==> src/rtl/part_guard_pkg.sv <==
// Shared control selects and attribute type for the partition guard.
package part_guard_pkg;
    localparam int CTL_SEL_W = 3;
    localparam logic [CTL_SEL_W-1:0] SEL_KEY_LAST = 3'd3;
    localparam logic [CTL_SEL_W-1:0] SEL_RELOCK   = 3'd4;
    localparam logic [CTL_SEL_W-1:0] SEL_VCLR     = 3'd5;

    typedef struct packed {
        logic rd;
        logic wr;
    } prot_attr_t;
endpackage

==> src/rtl/pg_key_seq.sv <==
// Key sequencer: takes the unlock key one word per control write, least
// significant word first. Assumes KEY_W/WORD_W words, all of which have
// selects below SEL_RELOCK. A wrong or out-of-turn word restarts the
// sequence. Relock or reset closes it.
module pg_key_seq
    import part_guard_pkg::*;
#(
    parameter int KEY_W  = 64,
    parameter int WORD_W = 16
) (
    input  logic                 clk,
    input  logic                 rst_n,
    input  logic [KEY_W-1:0]     key_ref,
    input  logic                 ctl_we,
    input  logic [CTL_SEL_W-1:0] ctl_sel,
    input  logic [WORD_W-1:0]    ctl_wdata,
    output logic                 key_open
);
    localparam int NWORDS = KEY_W / WORD_W;
    localparam int CNT_W  = $clog2(NWORDS + 1);

    logic [WORD_W-1:0] ref_word [NWORDS];
    logic [WORD_W-1:0] exp_word;
    logic [CNT_W-1:0]  cnt_q;
    logic              key_wr;
    logic              in_turn;

    // slice the reference key into words
    for (genvar g = 0; g < NWORDS; g++) begin : g_slice
        assign ref_word[g] = key_ref[g*WORD_W +: WORD_W];
    end

    // pick the word the sequence expects next
    always_comb begin
        exp_word = '0;
        for (int i = 0; i < NWORDS; i++) begin
            if (i == int'(cnt_q)) exp_word = ref_word[i];
        end
    end

    assign key_wr   = ctl_we && (int'(ctl_sel) < NWORDS);
    assign in_turn  = (int'(ctl_sel) == int'(cnt_q)) && (ctl_wdata == exp_word);
    assign key_open = (int'(cnt_q) == NWORDS);

    // advance, restart or close the sequence
    always_ff @(posedge clk) begin
        if (!rst_n) begin
            cnt_q <= '0;
        end else if (ctl_we && ctl_sel == SEL_RELOCK) begin
            cnt_q <= '0;
        end else if (key_wr && !key_open) begin
            cnt_q <= in_turn ? cnt_q + 1'b1 : '0;
        end
    end
endmodule

==> src/rtl/pg_range_chk.sv <==
// Inclusive range compare of a block address against the partition bounds.
// Assumes lo <= hi. If the bounds are swapped, nothing is in range.
module pg_range_chk #(
    parameter int BLK_W = 12
) (
    input  logic [BLK_W-1:0] blk,
    input  logic [BLK_W-1:0] lo,
    input  logic [BLK_W-1:0] hi,
    output logic             hit
);
    // both ends count as inside
    always_comb hit = (blk >= lo) && (blk <= hi);
endmodule

==> src/rtl/pg_viol_reg.sv <==
// Sticky violation flag. A new event wins over a clear in the same cycle.
module pg_viol_reg (
    input  logic clk,
    input  logic rst_n,
    input  logic set_evt,
    input  logic clr_evt,
    output logic flag
);
    // hold until cleared, with set taking priority
    always_ff @(posedge clk) begin
        if (!rst_n)       flag <= 1'b0;
        else if (set_evt) flag <= 1'b1;
        else if (clr_evt) flag <= 1'b0;
    end
endmodule

==> src/rtl/part_guard.sv <==
// Partition guard top. Configuration is captured while reset is held low.
// Host accesses pass through combinationally, and a blocked one is masked
// from the array. Assumes the array answers a read in the same cycle.
module part_guard
    import part_guard_pkg::*;
#(
    parameter int BLK_W  = 12,
    parameter int DATA_W = 16,
    parameter int KEY_W  = 64,
    parameter int WORD_W = 16
) (
    input  logic                 clk,
    input  logic                 rst_n,
    input  logic [BLK_W-1:0]     cfg_lo_blk,
    input  logic [BLK_W-1:0]     cfg_hi_blk,
    input  logic                 cfg_rd_prot,
    input  logic                 cfg_wr_prot,
    input  logic [KEY_W-1:0]     cfg_key,
    input  logic                 lock_n,
    input  logic                 ctl_we,
    input  logic [CTL_SEL_W-1:0] ctl_sel,
    input  logic [WORD_W-1:0]    ctl_wdata,
    input  logic                 acc_valid,
    input  logic                 acc_write,
    input  logic [BLK_W-1:0]     acc_blk,
    input  logic [DATA_W-1:0]    acc_wdata,
    output logic [DATA_W-1:0]    acc_rdata,
    output logic                 arr_req,
    output logic                 arr_write,
    output logic [BLK_W-1:0]     arr_blk,
    output logic [DATA_W-1:0]    arr_wdata,
    input  logic [DATA_W-1:0]    arr_rdata,
    output logic                 key_open,
    output logic                 viol_flag
);
    logic [BLK_W-1:0] lo_q, hi_q;
    logic [KEY_W-1:0] key_q;
    prot_attr_t       attr_q;
    logic             hit, enforce, rd_block, wr_block, blocked, clr_evt;

    // capture configuration while reset is held
    always_ff @(posedge clk) begin
        if (!rst_n) begin
            lo_q   <= cfg_lo_blk;
            hi_q   <= cfg_hi_blk;
            key_q  <= cfg_key;
            attr_q <= '{rd: cfg_rd_prot, wr: cfg_wr_prot};
        end
    end

    pg_range_chk #(.BLK_W(BLK_W)) u_range (
        .blk (acc_blk),
        .lo  (lo_q),
        .hi  (hi_q),
        .hit (hit)
    );

    pg_key_seq #(.KEY_W(KEY_W), .WORD_W(WORD_W)) u_key (
        .clk       (clk),
        .rst_n     (rst_n),
        .key_ref   (key_q),
        .ctl_we    (ctl_we),
        .ctl_sel   (ctl_sel),
        .ctl_wdata (ctl_wdata),
        .key_open  (key_open)
    );

    // access decision: range, attribute and force-lock
    always_comb begin
        enforce  = !key_open || !lock_n;
        rd_block = acc_valid && !acc_write && hit && attr_q.rd && enforce;
        wr_block = acc_valid &&  acc_write && hit && attr_q.wr && enforce;
        blocked  = rd_block || wr_block;
        clr_evt  = ctl_we && (ctl_sel == SEL_VCLR) && ctl_wdata[0];
    end

    // forward permitted accesses, mask blocked read data
    assign arr_req   = acc_valid && !blocked;
    assign arr_write = acc_write;
    assign arr_blk   = acc_blk;
    assign arr_wdata = acc_wdata;
    assign acc_rdata = rd_block ? '1 : arr_rdata;

    pg_viol_reg u_viol (
        .clk     (clk),
        .rst_n   (rst_n),
        .set_evt (blocked),
        .clr_evt (clr_evt),
        .flag    (viol_flag)
    );
endmodule

==> config.mk <==
export PLATFORM = sky130hd
export DESIGN_NAME = part_guard
export DESIGN_NICKNAME = d
export VERILOG_FILES = /design/src/rtl/part_guard_pkg.sv /design/src/rtl/pg_key_seq.sv /design/src/rtl/pg_range_chk.sv /design/src/rtl/pg_viol_reg.sv /design/src/rtl/part_guard.sv
export SDC_FILE = /design/constraint.sdc
export NUM_CORES = 1
export LEC_CHECK = 0
export BUFFER_PORTS_ARGS = -buffer_cell sky130_fd_sc_hd__buf_2
export CELL_PAD_IN_SITES_DETAIL_PLACEMENT = 0
export CELL_PAD_IN_SITES_GLOBAL_PLACEMENT = 1
export CORE_MARGIN = 8
export CORE_UTILIZATION = 30
export CTS_CLUSTER_DIAMETER = 100
export DETAILED_ROUTE_END_ITERATION = 10
export MAX_ROUTING_LAYER = met4
export PLACE_DENSITY_LB_ADDON = 0.1
export RECOVER_POWER = 100
export SLEW_MARGIN = 5
export SYNTH_ARGS = -nofsm -noshare
export SYNTH_HDL_FRONTEND = slang
export SYNTH_HIERARCHICAL = 1
export SYNTH_SLANG_ARGS = --single-unit
export TNS_END_PERCENT = 50
==> constraint.sdc <==
create_clock -name clk -period 3.45 [get_ports clk]
set_input_delay 0.345 -clock clk [delete_from_list [all_inputs] [get_ports clk]]
set_output_delay 0.345 -clock clk [all_outputs]
set_load 0.03 [all_outputs]
# ---- Yosys cells after proc, flatten, opt, wreduce, memory -nomap -nowiden
# Index checks and enable logic that the tools add are counted.
dict set report word_totals {
  output_inout_bits 48
  reg_bits 94
}
dict set report classes {
  order_cmp 3
  add_sub_neg 1
  bitwise 1
  mux 8
  eq_ne 8
  reduce_logical 25
}
# op count
set op_table {}
lappend op_table {{16-bit two-way mux} 5}
lappend op_table {{16-bit == test} 1}
lappend op_table {{1-bit logical AND} 16}
lappend op_table {{12-bit >= comparator} 1}
lappend op_table {{12-bit <= comparator} 1}
lappend op_table {{3-bit == test (second input constant)} 3}
lappend op_table {{3-bit == test (first input constant)} 2}
lappend op_table {{1-bit logical NOT} 4}
lappend op_table {{3-bit by 1-bit adder with 3-bit output (second input constant)} 1}
lappend op_table {{2-bit by 3-bit == test with 1-bit output (first input constant)} 1}
lappend op_table {{3-bit == test} 1}
lappend op_table {{3-bit logical NOT} 1}
lappend op_table {{3-bit less-than comparator (second input constant)} 1}
lappend op_table {{3-bit two-way mux} 1}
lappend op_table {{1-bit logical OR} 2}
lappend op_table {{1-bit two-way mux} 2}
lappend op_table {{2-bit nonzero test} 1}
lappend op_table {{2-bit OR reduction} 1}
lappend op_table {{1-bit inverter} 1}

# ---- Longest topological paths before layout
# Gate-level depths: netlist (run 1).
dict set report depth {
  depth_word 8
  mapped_depth 11
}

# ---- By module
# The synthesis (run 1) kept the hierarchy.
# mod area_per_inst_um2 cells_each seq_area_each_um2 n_inst
set by_module_without_submodules {}
lappend by_module_without_submodules {part_guard 3296.9 166 2702.6 1}
lappend by_module_without_submodules {pg_key_seq 1325.0 179 60.1 1}
lappend by_module_without_submodules {pg_range_chk 600.6 82 0.0 1}
lappend by_module_without_submodules {pg_viol_reg 41.3 3 20.0 1}

# ---- Least setup slack after synthesis (run 1)
# No wires, ideal clock.
dict set report synth_timing {
  path_type {reg-to-output}
  startpoint {register u_key.cnt_q[0]}
  endpoint {output acc_rdata[0]}
  arrival_ps 2368
  path_slack_ps 737
  stages_incl_launch_ff 9
  path_cell_list {dfxtp_1 -> inv_1 -> ha_1 -> buf_6 -> buf_2 -> and2_1 -> and2_4 -> buf_6 -> o31ai_1}
}
dict set report synth_between {
  elab_chain_cells 5
}
# item line
set synth_rtl {}
lappend synth_rtl {{start: declaration} pg_key_seq.sv:24} ;# logic [CNT_W-1:0] cnt_q;
lappend synth_rtl {{start signal: assignment} pg_key_seq.sv:52} ;# cnt_q <= in_turn ? cnt_q + 1'b1 : '0;
lappend synth_rtl {{3-bit == test} pg_key_seq.sv:43} ;# assign key_open = (int'(cnt_q) == NWORDS);
lappend synth_rtl {{named net key_open} part_guard.sv:33} ;# output logic key_open,
lappend synth_rtl {{1-bit logical NOT} part_guard.sv:70} ;# enforce = !key_open || !lock_n;
lappend synth_rtl {{1-bit logical OR} part_guard.sv:70}
lappend synth_rtl {{1-bit logical AND} part_guard.sv:71} ;# rd_block = acc_valid && !acc_write && hit && attr_q.rd && enforce;
lappend synth_rtl {{16-bit two-way mux} part_guard.sv:82} ;# assign acc_rdata = rd_block ? '1 : arr_rdata;
lappend synth_rtl {{end: declaration} part_guard.sv:27} ;# output logic [DATA_W-1:0] acc_rdata,
# The timed path passes the listed nets, and every way through them passes these cells.

# ---- Worst setup path after layout (run 1)
dict set report layout_timing {
  startpoint {register hi_q[10]}
  endpoint {output acc_rdata[12]}
}
dict set report layout_between {
  elab_chain_cells 6
}
# item line
set layout_rtl {}
lappend layout_rtl {{start: declaration} part_guard.sv:36} ;# logic [BLK_W-1:0] lo_q, hi_q;
lappend layout_rtl {{start signal: assignment} part_guard.sv:45} ;# hi_q <= cfg_hi_blk;
lappend layout_rtl {{12-bit <= comparator} pg_range_chk.sv:12} ;# always_comb hit = (blk >= lo) && (blk <= hi);
lappend layout_rtl {{1-bit logical AND} pg_range_chk.sv:12}
lappend layout_rtl {{named net hit} part_guard.sv:39} ;# logic hit, enforce, rd_block, wr_block, blocked, clr_evt;
lappend layout_rtl {{1-bit logical AND (3 in series)} part_guard.sv:71}
lappend layout_rtl {{16-bit two-way mux} part_guard.sv:82}
# The timed path passes the listed nets, and every way through them passes these cells.

==> results of run 1 <==
-- registers in the layout, summed over array words and instances (netlist names) --
name	count
attr_q	2
hi_q	12
key_q	64
lo_q	12
u_key/cnt_q	3
u_viol/flag	1
-- metal layers --
layer	GRT usage, %	up-vias	share of wire (%)
li1	-	1848	-
met1	15.8	1696	46
met2	20.4	140	46
met3	3.65	12	7.0
met4	3.47	0	0.97
met5	-	-	0
-- placed cells by master, fill, tap and decap left out, types with 3 or more instances in the layout --
cell | synthesis | final
buf_2 | 2 | 137
edfxtp_1 | 90 | 90
inv_1 | 48 | 47
clkbuf_1 | 0 | 30
ha_1 | 29 | 29
a21oi_1 | 23 | 23
nand2_1 | 19 | 19
o21ai_0 | 15 | 15
nor2b_1 | 12 | 12
o31ai_1 | 10 | 11
clkbuf_16 | 0 | 9
o31ai_2 | 9 | 8
nor2_1 | 8 | 8
clkbuf_2 | 0 | 8
nand3_1 | 8 | 8
xnor2_1 | 8 | 8
nand3b_1 | 7 | 7
a21o_1 | 6 | 6
nand2b_1 | 6 | 6
xor2_1 | 6 | 6
nand4_1 | 6 | 6
buf_4 | 33 | 5
o21a_1 | 4 | 4
dfxtp_1 | 4 | 4
nor3_1 | 3 | 3
o21ai_1 | 3 | 3
o211ai_1 | 3 | 3
o221ai_1 | 3 | 3
-- cells by family after synthesis --
group / share of synthesized area [%]
simple gates: 11.3
flops: 52.9
mux: 0.879
buf+inv: 10.7
fa+ha+maj: 6.89
xor+xnor: 2.33
compound gates: 15.0
-- synthesized netlist by cell type (4+ instances only) --
master    count
edfxtp_1     90
inv_1        48
buf_4        33
ha_1         29
a21oi_1      23
nand2_1      19
o21ai_0      15
nor2b_1      12
o31ai_1      10
o31ai_2       9
buf_6         8
nand3_1       8
nor2_1        8
xnor2_1       8
nand3b_1      7
a21o_1        6
nand2b_1      6
nand4_1       6
xor2_1        6
dfxtp_1       4
o21a_1        4
-- cell type report --
cell class	instances	share of cell area, %
well taps	225	4.46
inverters	48	2.87
diodes	1	0.0396
clock inverters	7	0.931
repair buffers	180	13.9
flip-flops and latches	94	44.1
multi-input cells	243	30.2
clock buffers	9	3.57
-- critical path, delay by kind of cell (launching register included) --
| family | cells | cell delay, ns |
|---|---|---|
| AOI/OAI and AO/OA | 2 | 0.52 |
| adders and majority gates | 1 | 0.32 |
| buffers and inverters | 2 | 0.38 |
| DFF | 1 | 0.33 |
| and+or+nand+nor | 3 | 0.94 |
-- through the flow --
stage	utilization (%)	power, mW	hold WS [ns]
detailed placement	35.4	1.79	0.523
global placement	35.4	1.78	0.522
floorplan	-	1.66	0.444
finish	36.6	2.70	0.172
CTS	37.0	2.76	0.152
global route	36.6	2.83	0.150
-- power by group through the flow --
| stage | Combinational (mW) | Sequential [mW] | Clock (mW) |
|---|---|---|---|
| 6_report | 0.370 | 1.37 | 0.954 |
| 5_1_grt | 0.415 | 1.38 | 1.03 |
| 4_1_cts | 0.388 | 1.37 | 0.997 |
| 3_5_place_dp | 0.386 | 1.40 | 0 |
| 3_3_place_gp | 0.380 | 1.40 | 0 |
| 2_1_floorplan | 0.269 | 1.39 | 0 |
-- final timing paths --
check        cells past startpoint  slack (ns)        endpoint
max                              8        0.26   acc_rdata[12]
min reg2reg                      2        0.53  u_key/cnt_q[1]
min                              1        0.17       key_q[60]
max reg2reg                      7        0.61  u_key/cnt_q[2]
==> results.cfg, run 1 <==
[sta]
finalHoldViolCount = 0
fmax_mhz = 314
post-route-min-period_ns = 3.19
tightest_slew_ns = 1.73
rsz0062_at_grt = false
setup_viol = 0
layout_setup_ws_ns = 0.263
maxSlewHeadroom_pct = -15.5
finalCritPeriodShare_pct = 92.4
maxSlewViolCount = 69
fin_skew_ns = 0.00713
tns_ns = 0

[placement]
placed_cells = 790
dpl.hpwl_um = 11000
dp_slack_ns = 0.558
io_buffers = 174
gp_congestion = 0.753
dpl_cell_area_um2 = 6090

[worst_setup_path]
crit_path_end_kind = primary output
worstPathArrival_ns = 2.84
cpMaxStageDelayCell = or4_4
crit_fanout = 18
reg2reg_from = u_key/cnt_q[0]
critical_path_class = reg -> out
crit_chain = inv_1, ha_1, nand4_2, or4_4, a2bb2oi_2, nand2_2, o31ai_2, clkbuf_1
cp_slowest_stage_delay_ns = 0.52
crit_start = hi_q[10]
required_ns = 3.11
cp-start-kind = register

[synth]
synth_edf_count = 90
ys_seq_area_share_pct = 52.9
syn_inst = 430
ys.warnings.count = 6
postSynth.asyncResetShare_pct = 0
synthTopCellsByArea = edfxtp_1 51%, ha_1 6.9%, buf_4 4.7%, inv_1 3.4%, a21oi_1 2.2%
synth_ff_type = edfxtp_1
avgSynthCellArea_um2 = 12.2
synth_nets = 618
yosysTopAreaCell = edfxtp_1
synth_top_area_share_pct = 51.3
yosys_register_bits = 94
synthDistinctLibCells = 70
syn_area_um2 = 5260

[job]
cap_violations = 1

[pwr]
leakage_nw = 2.65
ir_drop_uv = 204
p_clk_share_pct = 35.4
p_int_mw = 2.00
power_frac_comb_pct = 13.7
p_sw_mw = 0.696
sw_frac_of_total_pct = 25.8
pwr-share-seq_pct = 50.9
power_density_nw_per_um2 = 427

[outcome]
violations = max-capacitance violations, max-slew violations
outcome = finished, violations left

[drt]
drt_iter0_drc = 194
vias_per_cell = 4.58
vias = 3696
routedWlPerCell_um = 17.3
drc = 0
drt_pass1_iterations = 4
antenna_left = 0
routed_wl_um = 14000

[clock_network]
insertion_delay_ns = 0.34
clkTransAtPathRegs_ns = 0.07
cts_made_buffers = 9
cts_setup_buffers = 0
ctsResizeCount = 0
cts.sinks = 94
cts-hold-fix-buffers = 0
cts_buffer_depth = 2
tritoncts = done
h-tree-depth = 3
cts_root_buffer = clkbuf_16

[hold_path]
hp-start = cfg_key[60]
hold_class = in -> reg

[floorplan]
chipHeight_um = 148
rows = 48
die_area_um2 = 22000
die_width_um = 148
start_util_pct = 30.5
core_area_um2 = 17200
boundaryPins = 207

[layout]
final_area_um2 = 6310
final_cells = 807
syn_to_final_growth_pct = 20.0
ff_latch_area_um2 = 2780
multiInputGateArea_um2 = 1910
layout.nets = 764
drive_gt1_share_pct = 34.3
n_fill_cell = 1772

[grt]
grt-ovfl-total = 0
grt_pass1_vias = 3888
grtUsageTotal_pct = 12.9
grt_start_max_net_pins = 69
grt_pass1_wl_um = 21300
antenna_found_initial = 1
Power figures use the tool's default switching activity.
==> run 2: changes to the inputs <==
--- a/config.mk
+++ b/config.mk
@@ -5,13 +5,13 @@
 export SDC_FILE = /design/constraint.sdc
 export NUM_CORES = 1
 export LEC_CHECK = 0
-export BUFFER_PORTS_ARGS = -buffer_cell sky130_fd_sc_hd__buf_2
 export CELL_PAD_IN_SITES_DETAIL_PLACEMENT = 0
 export CELL_PAD_IN_SITES_GLOBAL_PLACEMENT = 1
 export CORE_MARGIN = 8
 export CORE_UTILIZATION = 30
 export CTS_CLUSTER_DIAMETER = 100
 export DETAILED_ROUTE_END_ITERATION = 10
+export DONT_BUFFER_PORTS = 1
 export MAX_ROUTING_LAYER = met4
 export PLACE_DENSITY_LB_ADDON = 0.1
 export RECOVER_POWER = 100
==> results.cfg, run 2 (same netlist as run 1, synthesis figures left out) <==
[worst_setup_path]
cp-start-kind = register
endpoint = acc_rdata[6]
crit_fanout = 18
worstPathArrival_ns = 2.84
crit_path_end_kind = primary output
cp.depth = 7
reg2reg_from = u_key/cnt_q[0]
crit_start = hi_q[10]
crit_buf_inv = 1
cpMaxStageDelayCell = o31ai_2
timing.critical_path.max_delay_family = simple AND/OR/NAND/NOR gates
crit_chain = inv_1, ha_1, nand4_1, or4_1, a2bb2oi_2, nand2_2, o31ai_2
reg2reg_depth = 8
required_ns = 3.11
critical_path_class = reg -> out
r2r-end = u_key/cnt_q[2]
rrSetupSlack_ns = 0.48
cp_slowest_stage_delay_ns = 0.68

[pwr]
p_int_mw = 2.01
p_sw_mw = 0.632
power_density_nw_per_um2 = 478
leakage_nw = 2.08
pwr-share-seq_pct = 52.0
p_total_mw = 2.65
p_clk_share_pct = 38.8
sw_frac_of_total_pct = 23.9
power_frac_comb_pct = 9.2
ir_drop_uv = 265

[drt]
drt_iter0_drc = 187
vias = 3138
drt_pass1_iterations = 4
routed_wl_um = 13300
drc = 0
antenna_left = 0
vias_per_cell = 4.85
routedWlPerCell_um = 20.6

[clock_network]
h-tree-depth = 3
clkTransAtPathRegs_ns = 0.07
cts-hold-fix-buffers = 0
cts.sinks = 94
ctsResizeCount = 0
cts_buffer_depth = 2
cts_setup_buffers = 0
cts_root_buffer = clkbuf_16
cts_made_buffers = 9
tritoncts = done
insertion_delay_ns = 0.35

[grt]
grt-ovfl-total = 0
grt_pass1_wl_um = 19400
grt_start_max_net_pins = 66
grt_pass1_vias = 3299
antenna_found_initial = 3
grtUsageTotal_pct = 12.3

[layout]
final_cell_mix = 90 x edfxtp_1, 48 x inv_1, 29 x ha_1
n_fill_cell = 1755
syn_to_final_growth_pct = 5.21
final_util_pct = 32.1
drive_gt1_share_pct = 12.9
layout.nets = 602
final_area_um2 = 5540
final_common_cell = edfxtp_1
largest_register_ff_count = 64
reg_top3 = key_q x64, hi_q x12, lo_q x12
regMostFlops = key_q
final_cells = 647

[sta]
finalHoldViolCount = 0
tns_ns = 0
fmax_mhz = 314
setup_viol = 0
rsz0062_at_grt = false
tightest_slew_ns = 2.62
fin_skew_ns = 0.00976
maxSlewHeadroom_pct = -74.6
finalCritPeriodShare_pct = 92.3
maxSlewViolCount = 66
post-route-min-period_ns = 3.19

[floorplan]
boundaryPins = 207
die_width_um = 148
chipHeight_um = 148
rows = 48
core_area_um2 = 17200
start_util_pct = 30.5
die_area_um2 = 22000

[hold_path]
hold_class = in -> reg
hold_depth = 0

[placement]
gp_congestion = 0.764
placed_cells = 628
dpl_cell_area_um2 = 5300
dpl.hpwl_um = 10400
io_buffers = 0

[outcome]
outcome = finished, violations left
violations = max-capacitance violations, max-slew violations

[job]
cap_violations = 1
[run 2: cell types whose count changed in the layout (fill, tap and decap cells not counted), moves of 2 or more]
cell	delta
buf_2	-137
clkbuf_1	-23
clkbuf_2	-6
buf_4	+5
clkinv_2	-2
diode_2	+2
o31ai_1	+2
[run 2: power by group through the flow]
stage / registers, mW / clock network, mW / logic (mW)
final: 1.38 / 1.03 / 0.244
after global routing: 1.39 / 1.10 / 0.276
after CTS: 1.38 / 1.07 / 0.261
after detailed placement: 1.40 / 0 / 0.260
after global placement: 1.40 / 0 / 0.258
after floorplan: 1.39 / 0 / 0.269
[run 2: metrics by stage]
stage | setup slack (ns) | hold WS (ns)
after global routing | 0.0612 | 0.0647
after global placement | 0.602 | 0.444
after detailed placement | 0.561 | 0.444
final | 0.265 | 0.0826
after CTS | 0.171 | 0.0659
after floorplan | 0.737 | 0.444
[run 2: layout make-up]
cell class / count / area, um^2 / area share, %
well taps: 225 / 282 / 5.08
flip-flops and latches: 94 / 2780 / 50.2
repair buffers: 18 / 108 / 1.94
multi-input cells: 243 / 1880 / 33.9
clock inverters: 6 / 70.1 / 1.27
inverters: 48 / 180 / 3.25
clock buffers: 10 / 229 / 4.13
diodes: 3 / 7.51 / 0.136
[run 2: layer usage]
| metal | GRT usage, % | wire (um) | up-vias | share of wire [%] |
|---|---|---|---|---|
| met5 | - | 0 | - | 0 |
| met2 | 19.7 | 6340 | 148 | 48 |
| met1 | 12.7 | 5410 | 1445 | 41 |
| li1 | - | - | 1526 | - |
| met3 | 6.17 | 1300 | 19 | 9.8 |
| met4 | 4.64 | 252 | 0 | 1.9 |
[run 2: worst min path at each step]
stage | from | slack [ns] | end
floorplan | cfg_wr_prot | 0.44 | attr_q[0]
detailed placement | cfg_key[2] | 0.44 | key_q[2]
finish | cfg_key[56] | 0.08 | key_q[56]
global placement | cfg_key[21] | 0.44 | key_q[21]
global route | cfg_key[44] | 0.06 | key_q[44]
CTS | cfg_key[19] | 0.07 | key_q[19]
==> run 3: changes to the inputs <==
--- a/config.mk
+++ b/config.mk
@@ -18,6 +18,5 @@
 export SLEW_MARGIN = 5
 export SYNTH_ARGS = -nofsm -noshare
 export SYNTH_HDL_FRONTEND = slang
-export SYNTH_HIERARCHICAL = 1
 export SYNTH_SLANG_ARGS = --single-unit
 export TNS_END_PERCENT = 50
==> results.cfg, run 3 <==
[synth]
avgSynthCellArea_um2 = 12.3
yosys_register_bits = 94
synthTopCellsByArea = edfxtp_1 55%, ha_1 7.4%, buf_4 4.4%, nand2b_1 2.8%, inv_1 2.7%
yosysTopAreaCell = edfxtp_1
synthDistinctLibCells = 55
synthTopCellsByCount = 90 x edfxtp_1, 36 x inv_1, 29 x buf_4, 29 x ha_1, 22 x nand2b_1
ys.warnings.count = 0
synth_edf_count = 90
syn_inst = 402
yosysMostFrequentCell = edfxtp_1
synth_top_area_share_pct = 54.8
postSynth.asyncResetShare_pct = 0
syn_area_um2 = 4930
ys_seq_area_share_pct = 56.4
synth_nets = 590
synth_ff_type = edfxtp_1

[worst_setup_path]
crit_fanout = 16
worstPathArrival_ns = 2.73
crit_chain = inv_1, ha_1, a21o_1, a21o_1, a21oi_1, or2_1, a31oi_1, or4_4, nand2b_1
cp-start-kind = register
timing.critical_path.max_delay_family = simple AND/OR/NAND/NOR gates
cpMaxStageDelayCell = or4_4
crit_path_end_kind = primary output
required_ns = 3.11
critical_path_class = reg -> out
crit_buf_inv = 1
path_common_cell = a21o_1
cp_slowest_stage_delay_ns = 0.67

[grt]
grt_pass1_vias = 3248
grt_pass1_wl_um = 18500
grt_start_max_net_pins = 57
grtUsageTotal_pct = 12.7
antenna_found_initial = 0
grt-ovfl-total = 0

[layout]
syn_to_final_growth_pct = 7.46
layout.nets = 568
reg_top3 = key_q x64, hi_q x12, lo_q x12
drive_gt1_share_pct = 8.57
final_common_cell = edfxtp_1
largest_register_ff_count = 64
regMostFlops = key_q
final_area_um2 = 5300
final_cell_mix = 90 x edfxtp_1, 35 x inv_1, 29 x ha_1

[pwr]
power_density_nw_per_um2 = 489
ir_drop_uv = 218
leakage_nw = 1.95

[outcome]
outcome = finished, violations left
violations = max-capacitance violations, max-slew violations

[sta]
post-route-min-period_ns = 3.07
rsz0062_at_grt = false
finalCritPeriodShare_pct = 89.0
fin_skew_ns = 0.00813
maxSlewHeadroom_pct = -7.20
maxSlewViolCount = 37
fmax_mhz = 326
finalHoldViolCount = 0
setup_viol = 0
tns_ns = 0
tightest_slew_ns = 1.60

[drt]
drc = 0
routedWlPerCell_um = 21.2
vias_per_cell = 4.91
routed_wl_um = 12900
vias = 2978
drt_iter0_drc = 106
antenna_left = 0
drt_pass1_iterations = 5

[floorplan]
start_util_pct = 30.2
die_width_um = 144
die_area_um2 = 20800
boundaryPins = 207
chipHeight_um = 144
rows = 47
core_area_um2 = 16300

[placement]
dpl_cell_area_um2 = 5010
gp_congestion = 0.782
io_buffers = 0
dpl.hpwl_um = 10100

[clock_network]
cts-hold-fix-buffers = 0
ctsResizeCount = 0
clkTransAtPathRegs_ns = 0.07
tritoncts = done
cts_root_buffer = clkbuf_16
insertion_delay_ns = 0.35
h-tree-depth = 3
cts_buffer_depth = 2
cts_setup_buffers = 0
cts.sinks = 94
cts_made_buffers = 9

[job]
cap_violations = 1

[hold_path]
hold_class = in -> reg
[run 3: cell count changes in the layout (fill, tap and decap cells not counted), moves of 8 or more]
cell / previous run / this run
o31ai_1: 13 / 1
inv_1: 48 / 35
a21oi_1: 23 / 13
nand3_1: 8 / 0
a221oi_1: 1 / 13
nand2b_1: 6 / 22
[run 3: per-stage QoR]
step / cells / util (%) / hold WS [ns] / power, mW / setup slack [ns]
finish: 607 / 32.4 / 0.0898 / 2.59 / 0.379
global route: 605 / 32.4 / 0.0695 / 2.70 / 0.210
CTS: 605 / 32.5 / 0.0706 / 2.64 / 0.323
detailed placement: 589 / 30.6 / 0.444 / 1.63 / 0.684
global placement: 589 / 30.6 / 0.444 / 1.63 / 0.716
floorplan: 402 / - / 0.444 / 1.64 / 0.798
[run 3: cells by family after synthesis]
family,synth area share (%)
XOR/XNOR,2.13
multiplexers,1.70
AO/OA/AOI/OAI,12.6
buffers and inverters,8.32
adder cells (fa/ha/maj),7.36
flip-flops,56.4
AND/OR/NAND/NOR,11.4
[run 3: cell type report]
type / count / area (um^2)
clock buffers: 9 / 225
clock inverters: 7 / 75.1
fillers: 1659 / 11000
diodes: 2 / 5.00
well taps: 220 / 275
multi-input cells: 230 / 1740
flip-flops and latches: 94 / 2780
repair buffers: 8 / 57.6
inverters: 37 / 140
[run 3: final timing paths]
check | startpoint | endpoint | slack, ns | depth (start not counted)
max | hi_q[5] | acc_rdata[6] | 0.38 | 9
min | cfg_lo_blk[4] | lo_q[4] | 0.09 | 0
max reg2reg | u_key.cnt_q[0] | u_key.cnt_q[0] | 0.68 | 9
min reg2reg | u_key.cnt_q[1] | u_key.cnt_q[1] | 0.54 | 2
[run 3: where the power goes]
group	switching [mW]	total, mW	internal (mW)
clock	0.434	0.996	0.563
combinational	0.132	0.216	0.0835
sequential	0.0326	1.38	1.35
total	0.598	2.59	2.00
[run 3: per-layer routing]
metal  vias to the layer above  global-route usage [%]  wire length (um)
met5                         -                       -                 0
met4                         0                    5.15               206
met3                        19                    4.09              1030
met2                       132                    20.6              6220
met1                      1393                    14.2              5400
li1                       1434                       -                 -
